===== src/rtl/mgr_pkg.sv =====
package mgr_pkg;
    localparam int ADDR_W        = 12;
    localparam int GATES_PER_REG = 16;
    localparam int MON_STAGES    = 2;

    localparam logic [ADDR_W-1:0] CLK_CTRL_BASE = 12'h500;
    localparam logic [ADDR_W-1:0] CLK_MON_BASE  = 12'h680;
    localparam logic [ADDR_W-1:0] RST_CTRL_BASE = 12'h800;
    localparam logic [ADDR_W-1:0] RST_MON_BASE  = 12'h980;

    typedef enum logic [2:0] {
        RS_RUN,
        RS_ARM,
        RS_HOLD,
        RS_HELD,
        RS_LEAVE
    } rs_state_e;

    typedef enum logic [2:0] {
        RG_NONE,
        RG_CLK_CTRL,
        RG_CLK_MON,
        RG_RST_CTRL,
        RG_RST_MON
    } reg_grp_e;

    // upper half of the write word enables the matching lower bit
    function automatic logic [GATES_PER_REG-1:0] masked_merge(
        input logic [GATES_PER_REG-1:0]   cur,
        input logic [2*GATES_PER_REG-1:0] wd
    );
        logic [GATES_PER_REG-1:0] m;
        m = wd[2*GATES_PER_REG-1:GATES_PER_REG];
        return (cur & ~m) | (wd[GATES_PER_REG-1:0] & m);
    endfunction
endpackage


===== src/rtl/mgr_addr_dec.sv =====
module mgr_addr_dec
    import mgr_pkg::*;
#(
    parameter int NUM_GROUPS = 2,
    localparam int IDX_W = (NUM_GROUPS > 1) ? $clog2(NUM_GROUPS) : 1
) (
    input  logic [ADDR_W-1:0] addr,
    output reg_grp_e          grp,
    output logic [IDX_W-1:0]  idx
);
    always_comb begin
        grp = RG_NONE;
        idx = '0;
        for (int g = 0; g < NUM_GROUPS; g++) begin
            if (addr == CLK_CTRL_BASE + ADDR_W'(4 * g)) begin
                grp = RG_CLK_CTRL;
                idx = IDX_W'(g);
            end
            if (addr == CLK_MON_BASE + ADDR_W'(4 * g)) begin
                grp = RG_CLK_MON;
                idx = IDX_W'(g);
            end
            if (addr == RST_CTRL_BASE + ADDR_W'(4 * g)) begin
                grp = RG_RST_CTRL;
                idx = IDX_W'(g);
            end
            if (addr == RST_MON_BASE + ADDR_W'(4 * g)) begin
                grp = RG_RST_MON;
                idx = IDX_W'(g);
            end
        end
    end
endmodule


===== src/rtl/mgr_regbank.sv =====
module mgr_regbank
    import mgr_pkg::*;
#(
    parameter int NUM_GROUPS = 2,
    parameter logic [GATES_PER_REG*NUM_GROUPS-1:0] CRIT_MASK = '0,
    localparam int NMOD  = GATES_PER_REG * NUM_GROUPS,
    localparam int IDX_W = (NUM_GROUPS > 1) ? $clog2(NUM_GROUPS) : 1
) (
    input  logic              clk,
    input  logic              rst_n,
    input  logic              wr_en,
    input  logic              rd_en,
    input  logic [ADDR_W-1:0] addr,
    input  logic [31:0]       wdata,
    input  logic [NMOD-1:0]   clk_mon,
    input  logic [NMOD-1:0]   rst_mon,
    output logic [NMOD-1:0]   clk_ctrl,
    output logic [NMOD-1:0]   rst_ctrl,
    output logic [31:0]       rdata
);
    reg_grp_e         sel_grp;
    logic [IDX_W-1:0] sel_idx;
    logic [NMOD-1:0]  clk_ctrl_q;
    logic [NMOD-1:0]  rst_ctrl_q;
    logic [31:0]      rd_word;
    logic [31:0]      rdata_q;

    mgr_addr_dec #(.NUM_GROUPS(NUM_GROUPS)) u_dec (
        .addr (addr),
        .grp  (sel_grp),
        .idx  (sel_idx)
    );

    always_ff @(posedge clk or negedge rst_n) begin
        if (!rst_n) begin
            clk_ctrl_q <= CRIT_MASK;
            rst_ctrl_q <= CRIT_MASK;
        end else if (wr_en) begin
            for (int g = 0; g < NUM_GROUPS; g++) begin
                if (sel_idx == IDX_W'(g)) begin
                    if (sel_grp == RG_CLK_CTRL)
                        clk_ctrl_q[g*GATES_PER_REG +: GATES_PER_REG] <=
                            masked_merge(clk_ctrl_q[g*GATES_PER_REG +: GATES_PER_REG], wdata);
                    if (sel_grp == RG_RST_CTRL)
                        rst_ctrl_q[g*GATES_PER_REG +: GATES_PER_REG] <=
                            masked_merge(rst_ctrl_q[g*GATES_PER_REG +: GATES_PER_REG], wdata);
                end
            end
        end
    end

    always_comb begin
        rd_word = '0;
        unique case (sel_grp)
            RG_CLK_CTRL: rd_word = {16'h0, clk_ctrl_q[int'(sel_idx)*GATES_PER_REG +: GATES_PER_REG]};
            RG_CLK_MON:  rd_word = {16'h0, clk_mon[int'(sel_idx)*GATES_PER_REG +: GATES_PER_REG]};
            RG_RST_CTRL: rd_word = {16'h0, rst_ctrl_q[int'(sel_idx)*GATES_PER_REG +: GATES_PER_REG]};
            RG_RST_MON:  rd_word = {16'h0, rst_mon[int'(sel_idx)*GATES_PER_REG +: GATES_PER_REG]};
            default:     rd_word = '0;
        endcase
    end

    always_ff @(posedge clk or negedge rst_n) begin
        if (!rst_n) rdata_q <= '0;
        else        rdata_q <= rd_en ? rd_word : '0;
    end

    assign clk_ctrl = clk_ctrl_q;
    assign rst_ctrl = rst_ctrl_q;
    assign rdata    = rdata_q;
endmodule


===== src/rtl/mgr_clk_sync.sv =====
module mgr_clk_sync #(
    parameter int WIDTH  = 32,
    parameter int STAGES = 2,
    parameter logic [WIDTH-1:0] RESET_VAL = '0
) (
    input  logic             clk,
    input  logic             rst_n,
    input  logic [WIDTH-1:0] d,
    output logic [WIDTH-1:0] q
);
    logic [WIDTH-1:0] stage_q [STAGES];

    for (genvar s = 0; s < STAGES; s++) begin : g_stage
        always_ff @(posedge clk or negedge rst_n) begin
            if (!rst_n) stage_q[s] <= RESET_VAL;
            else if (s == 0) stage_q[s] <= d;
            else stage_q[s] <= stage_q[(s > 0) ? s - 1 : 0];
        end
    end

    assign q = stage_q[STAGES-1];
endmodule


===== src/rtl/mgr_rst_seq.sv =====
module mgr_rst_seq
    import mgr_pkg::*;
#(
    parameter logic START_RUN = 1'b0
) (
    input  logic clk,
    input  logic rst_n,
    input  logic tick,
    input  logic run_req,
    output logic mod_rst_n
);
    rs_state_e state_q;
    rs_state_e state_d;

    always_ff @(posedge clk or negedge rst_n) begin
        if (!rst_n) state_q <= START_RUN ? RS_RUN : RS_HELD;
        else        state_q <= state_d;
    end

    always_comb begin
        state_d = state_q;
        unique case (state_q)
            RS_RUN:   if (!run_req) state_d = RS_ARM;
            RS_ARM: begin
                if (run_req)   state_d = RS_RUN;
                else if (tick) state_d = RS_HOLD;
            end
            RS_HOLD:  if (tick) state_d = run_req ? RS_RUN : RS_HELD;
            RS_HELD:  if (run_req) state_d = RS_LEAVE;
            RS_LEAVE: begin
                if (!run_req)  state_d = RS_HELD;
                else if (tick) state_d = RS_RUN;
            end
            default:  state_d = RS_HELD;
        endcase
    end

    always_comb begin
        unique case (state_q)
            RS_RUN, RS_ARM: mod_rst_n = 1'b1;
            default:        mod_rst_n = 1'b0;
        endcase
    end
endmodule


===== src/rtl/modgate_rstctl.sv =====
module modgate_rstctl
    import mgr_pkg::*;
#(
    parameter int NUM_GROUPS = 2,
    parameter logic [16*NUM_GROUPS-1:0] CRIT_MASK = 32'h0008_0001
) (
    input  logic                    clk,
    input  logic                    rst_n,
    input  logic                    ref_tick,
    input  logic                    wr_en,
    input  logic                    rd_en,
    input  logic [11:0]             addr,
    input  logic [31:0]             wdata,
    output logic [31:0]             rdata,
    output logic [16*NUM_GROUPS-1:0] mod_clk_en,
    output logic [16*NUM_GROUPS-1:0] mod_rst_n
);
    localparam int NMOD = GATES_PER_REG * NUM_GROUPS;

    logic [NMOD-1:0] clk_ctrl;
    logic [NMOD-1:0] rst_ctrl;
    logic [NMOD-1:0] clk_mon;
    logic [NMOD-1:0] rst_mon;

    mgr_regbank #(.NUM_GROUPS(NUM_GROUPS), .CRIT_MASK(CRIT_MASK)) u_regs (
        .clk      (clk),
        .rst_n    (rst_n),
        .wr_en    (wr_en),
        .rd_en    (rd_en),
        .addr     (addr),
        .wdata    (wdata),
        .clk_mon  (clk_mon),
        .rst_mon  (rst_mon),
        .clk_ctrl (clk_ctrl),
        .rst_ctrl (rst_ctrl),
        .rdata    (rdata)
    );

    mgr_clk_sync #(.WIDTH(NMOD), .STAGES(MON_STAGES), .RESET_VAL(CRIT_MASK)) u_clk_mon (
        .clk   (clk),
        .rst_n (rst_n),
        .d     (clk_ctrl),
        .q     (clk_mon)
    );

    for (genvar i = 0; i < NMOD; i++) begin : g_seq
        mgr_rst_seq #(.START_RUN(CRIT_MASK[i])) u_seq (
            .clk       (clk),
            .rst_n     (rst_n),
            .tick      (ref_tick),
            .run_req   (rst_ctrl[i]),
            .mod_rst_n (mod_rst_n[i])
        );
    end

    always_ff @(posedge clk or negedge rst_n) begin
        if (!rst_n) rst_mon <= CRIT_MASK;
        else        rst_mon <= mod_rst_n;
    end

    assign mod_clk_en = clk_ctrl;
endmodule


===== config.mk =====
export PLATFORM = sky130hd
export DESIGN_NAME = modgate_rstctl
export DESIGN_NICKNAME = d
export VERILOG_FILES = /design/src/rtl/mgr_pkg.sv /design/src/rtl/mgr_addr_dec.sv /design/src/rtl/mgr_regbank.sv /design/src/rtl/mgr_clk_sync.sv /design/src/rtl/mgr_rst_seq.sv /design/src/rtl/modgate_rstctl.sv
export SDC_FILE = /design/constraint.sdc
export NUM_CORES = 1
export LEC_CHECK = 0
export BUFFER_PORTS_ARGS = -buffer_cell sky130_fd_sc_hd__buf_4
export CORE_MARGIN = 1
export CORE_UTILIZATION = 39
export DETAILED_ROUTE_END_ITERATION = 16
export PLACE_DENSITY = 0.57
export SETUP_SLACK_MARGIN = 0.15
export SYNTH_ARGS = -nofsm -noshare
export SYNTH_HDL_FRONTEND = slang
export SYNTH_SLANG_ARGS = --single-unit

===== constraint.sdc =====
create_clock -name clk -period 1.73 [get_ports clk]
set_input_delay 0.2595 -clock clk [delete_from_list [all_inputs] [get_ports clk]]
set_output_delay 0.2595 -clock clk [all_outputs]
set_load 0.05 [all_outputs]

==> metrics.txt <==
Core Rows=between 60 and 70; Initial DRC Count=between 600 and 700; die area=0.0317 mm2; core area=0.0306 mm2; Post-Route WL=34600 um; Crit path largest cell delay=0.40 ns; share of the synthesized area in the top cell type=41.8%; Pwr per Cell Area=approximately 810 mW/mm2; Hold Startpoint=wdata[18]; Worst path slowest cell=or3b_4; Worst Setup Slack, final=roughly 0.0024 ns; CTS Buffer Depth=3; Layout fillers=2608; CTS H-tree lvls=1; crit path cell chain=buf_6, or3b_4, a2111oi_4, nand4_2, nor2b_4, buf_6, nand2_2, mux2_4; Worst Reg-to-Reg Cells=4; gr usage total=between 20% and 30%; Final GP Congestion=0.815; Static Leak=around 7.7 nW; Syn Area/Cell=10.6 um2; fraction of registers with async set/reset=100%; clk slew on worst S/H paths=about 0.060 ns; Total Power=0.0139 W; Antenna diodes=0; setup TNS=0 ns; status=completed; Vias=slightly below 10000; Post-DP HPWL=21900 um; Yosys top cell by area=dfrtp_1; CP arrival=2.15 ns; worst slack at placement=-0.703 ns; startpoint types=input port; R2R Path Start=g_seq[24].u_seq.state_q[2]$_DFFE_PN0P_; Seq cells post-synth=around 270; CTS tree=built; critical path data required time=2.15 ns; Final period util=99.9%; Routed WL per cell=18.9 um; global-route wire length before repair=52900 um; Port Buf Inserts=between 100 and 150; vias per inst=around 5.4; # clock sinks=272; clock root cell=clkbuf_16; Final Max Tran Viols=0; most frequent cell on the critical path=buf_6; share of cells above drive strength 1=roughly 45%; max cap viols=0; number of synthesized flops with an enable pin=0; placed cell area=between 0.01 and 0.015 mm2; DRT Pass-1 Iters=7; fin crit period=1.73 ns; Worst Clk Skew=around 0.024 ns; Synth Cell Area=0.0121 mm2; Synthesis Warnings=0; worst-path maximum fanout=7; sequential share of the synthesized area=57.0%; Detail Route Antenna Nets=0; setup repair after global routing missed its margin=true; Design Area, Final=0.0172 mm2; Hold Crit Class=input port to flop; Post-Syn Instances=1136; Register Area=0.00693 mm2; Inserted Clock Buffers=29; area of the multi-input gates=0.00546 mm2; Clk Latency, worst-skew pair=0.55 ns; grt total ovfl=0; Die X=178 um; leading post-synthesis cells by cell area=dfrtp_1 (42%), dfstp_2 (15%), nand2_1 (4.6%); Worst setup EP type=flop; initial antenna violation count=0; area grow syn2layout=42.4%; Die Y=178 um; nets=around 1500; Hold Fails Final Rpt=0; final setup vio count=0; largest net degree at the start of global routing=50; Peak VDD IR=0.844 mV; number of remaining DRC errors=0; Crit Reg-Reg Endpoint=g_seq[24].u_seq.state_q[2]$_DFFE_PN0P_; vias in the first global route=roughly 9600; Top FF cell, synth=dfrtp_1; Top-Level Pins=145; hold path cells=2; Initial Util=39.5%; FMAX=579 MHz; reg-to-reg setup timing slack=between 0.3 and 0.4 ns; critical path class=input port to flop; synth unique cells=60
==> critical path, delay by kind of cell <==
family / cells / cell delay (ns)
simple gates: 4 / 0.94
compound gates: 1 / 0.35
mux: 1 / 0.30
buf+inv: 2 / 0.28
==> power by group <==
group	internal (W)	total [W]	leakage (nW)	switching [W]
sequential	0.00639	0.00640	3.35	0.0000124
clock	0.00417	0.00676	0.515	0.00259
combinational	0.000255	0.000707	3.85	0.000452
==> area by class of cell <==
cell class | count | share of cell area, %
sequential | 272 | 40.2
multi-input combinational | 728 | 31.7
timing repair buffer | 314 | 17.6
clock buffer | 43 | 5.22
tap | 396 | 2.88
inverter | 69 | 1.50
clock inverter | 10 | 0.915
==> per-layer routing <==
metal / share of wire [%] / wire length [um] / up-vias / global-route usage [%]
met5: 0 / 0 / - / 0
met4: 1.7 / 584 / 0 / 4.70
met3: 5.5 / 1900 / 44 / 3.26
met2: 48 / 16700 / 255 / 35.5
met1: 45 / 15400 / 4971 / 29.5
li1: - / - / 4594 / -
==> what timing repair did <==
| action | CTS | global route |
|---|---|---|
| pin swaps | 46 | 46 |
| gates cloned | 4 | 1 |
| buffers inserted | 61 | 27 |
| hold endpoints to repair | 98 | 0 |
| setup endpoints to repair | 112 | 110 |
| gates resized for setup | 189 | 100 |
| hold buffers | 23 | 0 |
==> cells in the mapped netlist (22+ instances only) <==
library cell  number
o32a_1            30
o21ai_0           36
nand3_1           22
nand2_1          147
a21oi_1          103
inv_1             69
dfrtp_1          202
nor2_1            88
mux2_2            28
dfstp_2           70
buf_4             51
==> worst max-delay path by stage <==
stage                     slack (ns)                        end      from
after floorplan                -0.38                       flop   addr[8]
after global placement         -0.71  u_regs.rdata[5]$_DFF_PN0_  addr[10]
after detailed placement       -0.70  u_regs.rdata[6]$_DFF_PN0_  addr[10]
after CTS                       0.03                       flop  addr[10]
after global routing           -0.06                       flop  addr[10]
final                          0.002                       flop  addr[10]
==> per-stage QoR <==
| stage | hold WS (ns) | util, % | std cells |
|---|---|---|---|
| after floorplan | -0.0361 | - | 1151 |
| after global placement | 0.221 | 46.1 | 1664 |
| after detailed placement | 0.218 | 46.1 | 1664 |
| after CTS | 0.00236 | 54.2 | 1804 |
| after global routing | 0.00453 | 56.3 | 1832 |
| final | 0.0214 | 56.3 | 1832 |
==> logic make-up after synthesis <==
family | Yosys count | synth area share, %
XOR/XNOR | 1 | 0.0724
other | 1 | 0.0310
AND/OR/NAND/NOR | 350 | 13.7
buffers and inverters | 152 | 6.57
flip-flops | 272 | 57.0
AO/OA/AOI/OAI | 310 | 18.0
multiplexers | 50 | 4.64
==> cell usage in the layout (no fill, tap or decap), types with 7 or more instances in the layout <==
cell           count
and3_1             7
nand3b_1          18
nand3_1           21
a211oi_2          12
buf_4            209
clkbuf_16         30
nand2_4           10
dlygate4sd3_1     23
nand2_2           19
o32a_1            30
dfrtp_2           27
a31oi_1           15
dfrtp_1          175
buf_12            20
a221oi_2          10
a21oi_2           28
o22a_1            14
and3b_1            8
o21ai_0           34
mux2_1            11
nor2_4            31
a31o_4            15
mux2_4            13
buf_8             21
dfstp_2           70
inv_1             69
a21oi_1           72
nand2_1          118
a2bb2oi_1         21
nor3_1            14
buf_6             38
a222oi_1           9
conb_1            16
nor2_1            53
mux2_2            25
a22oi_1           19
clkbuf_8          12
(Power assumes the default switching activity.)
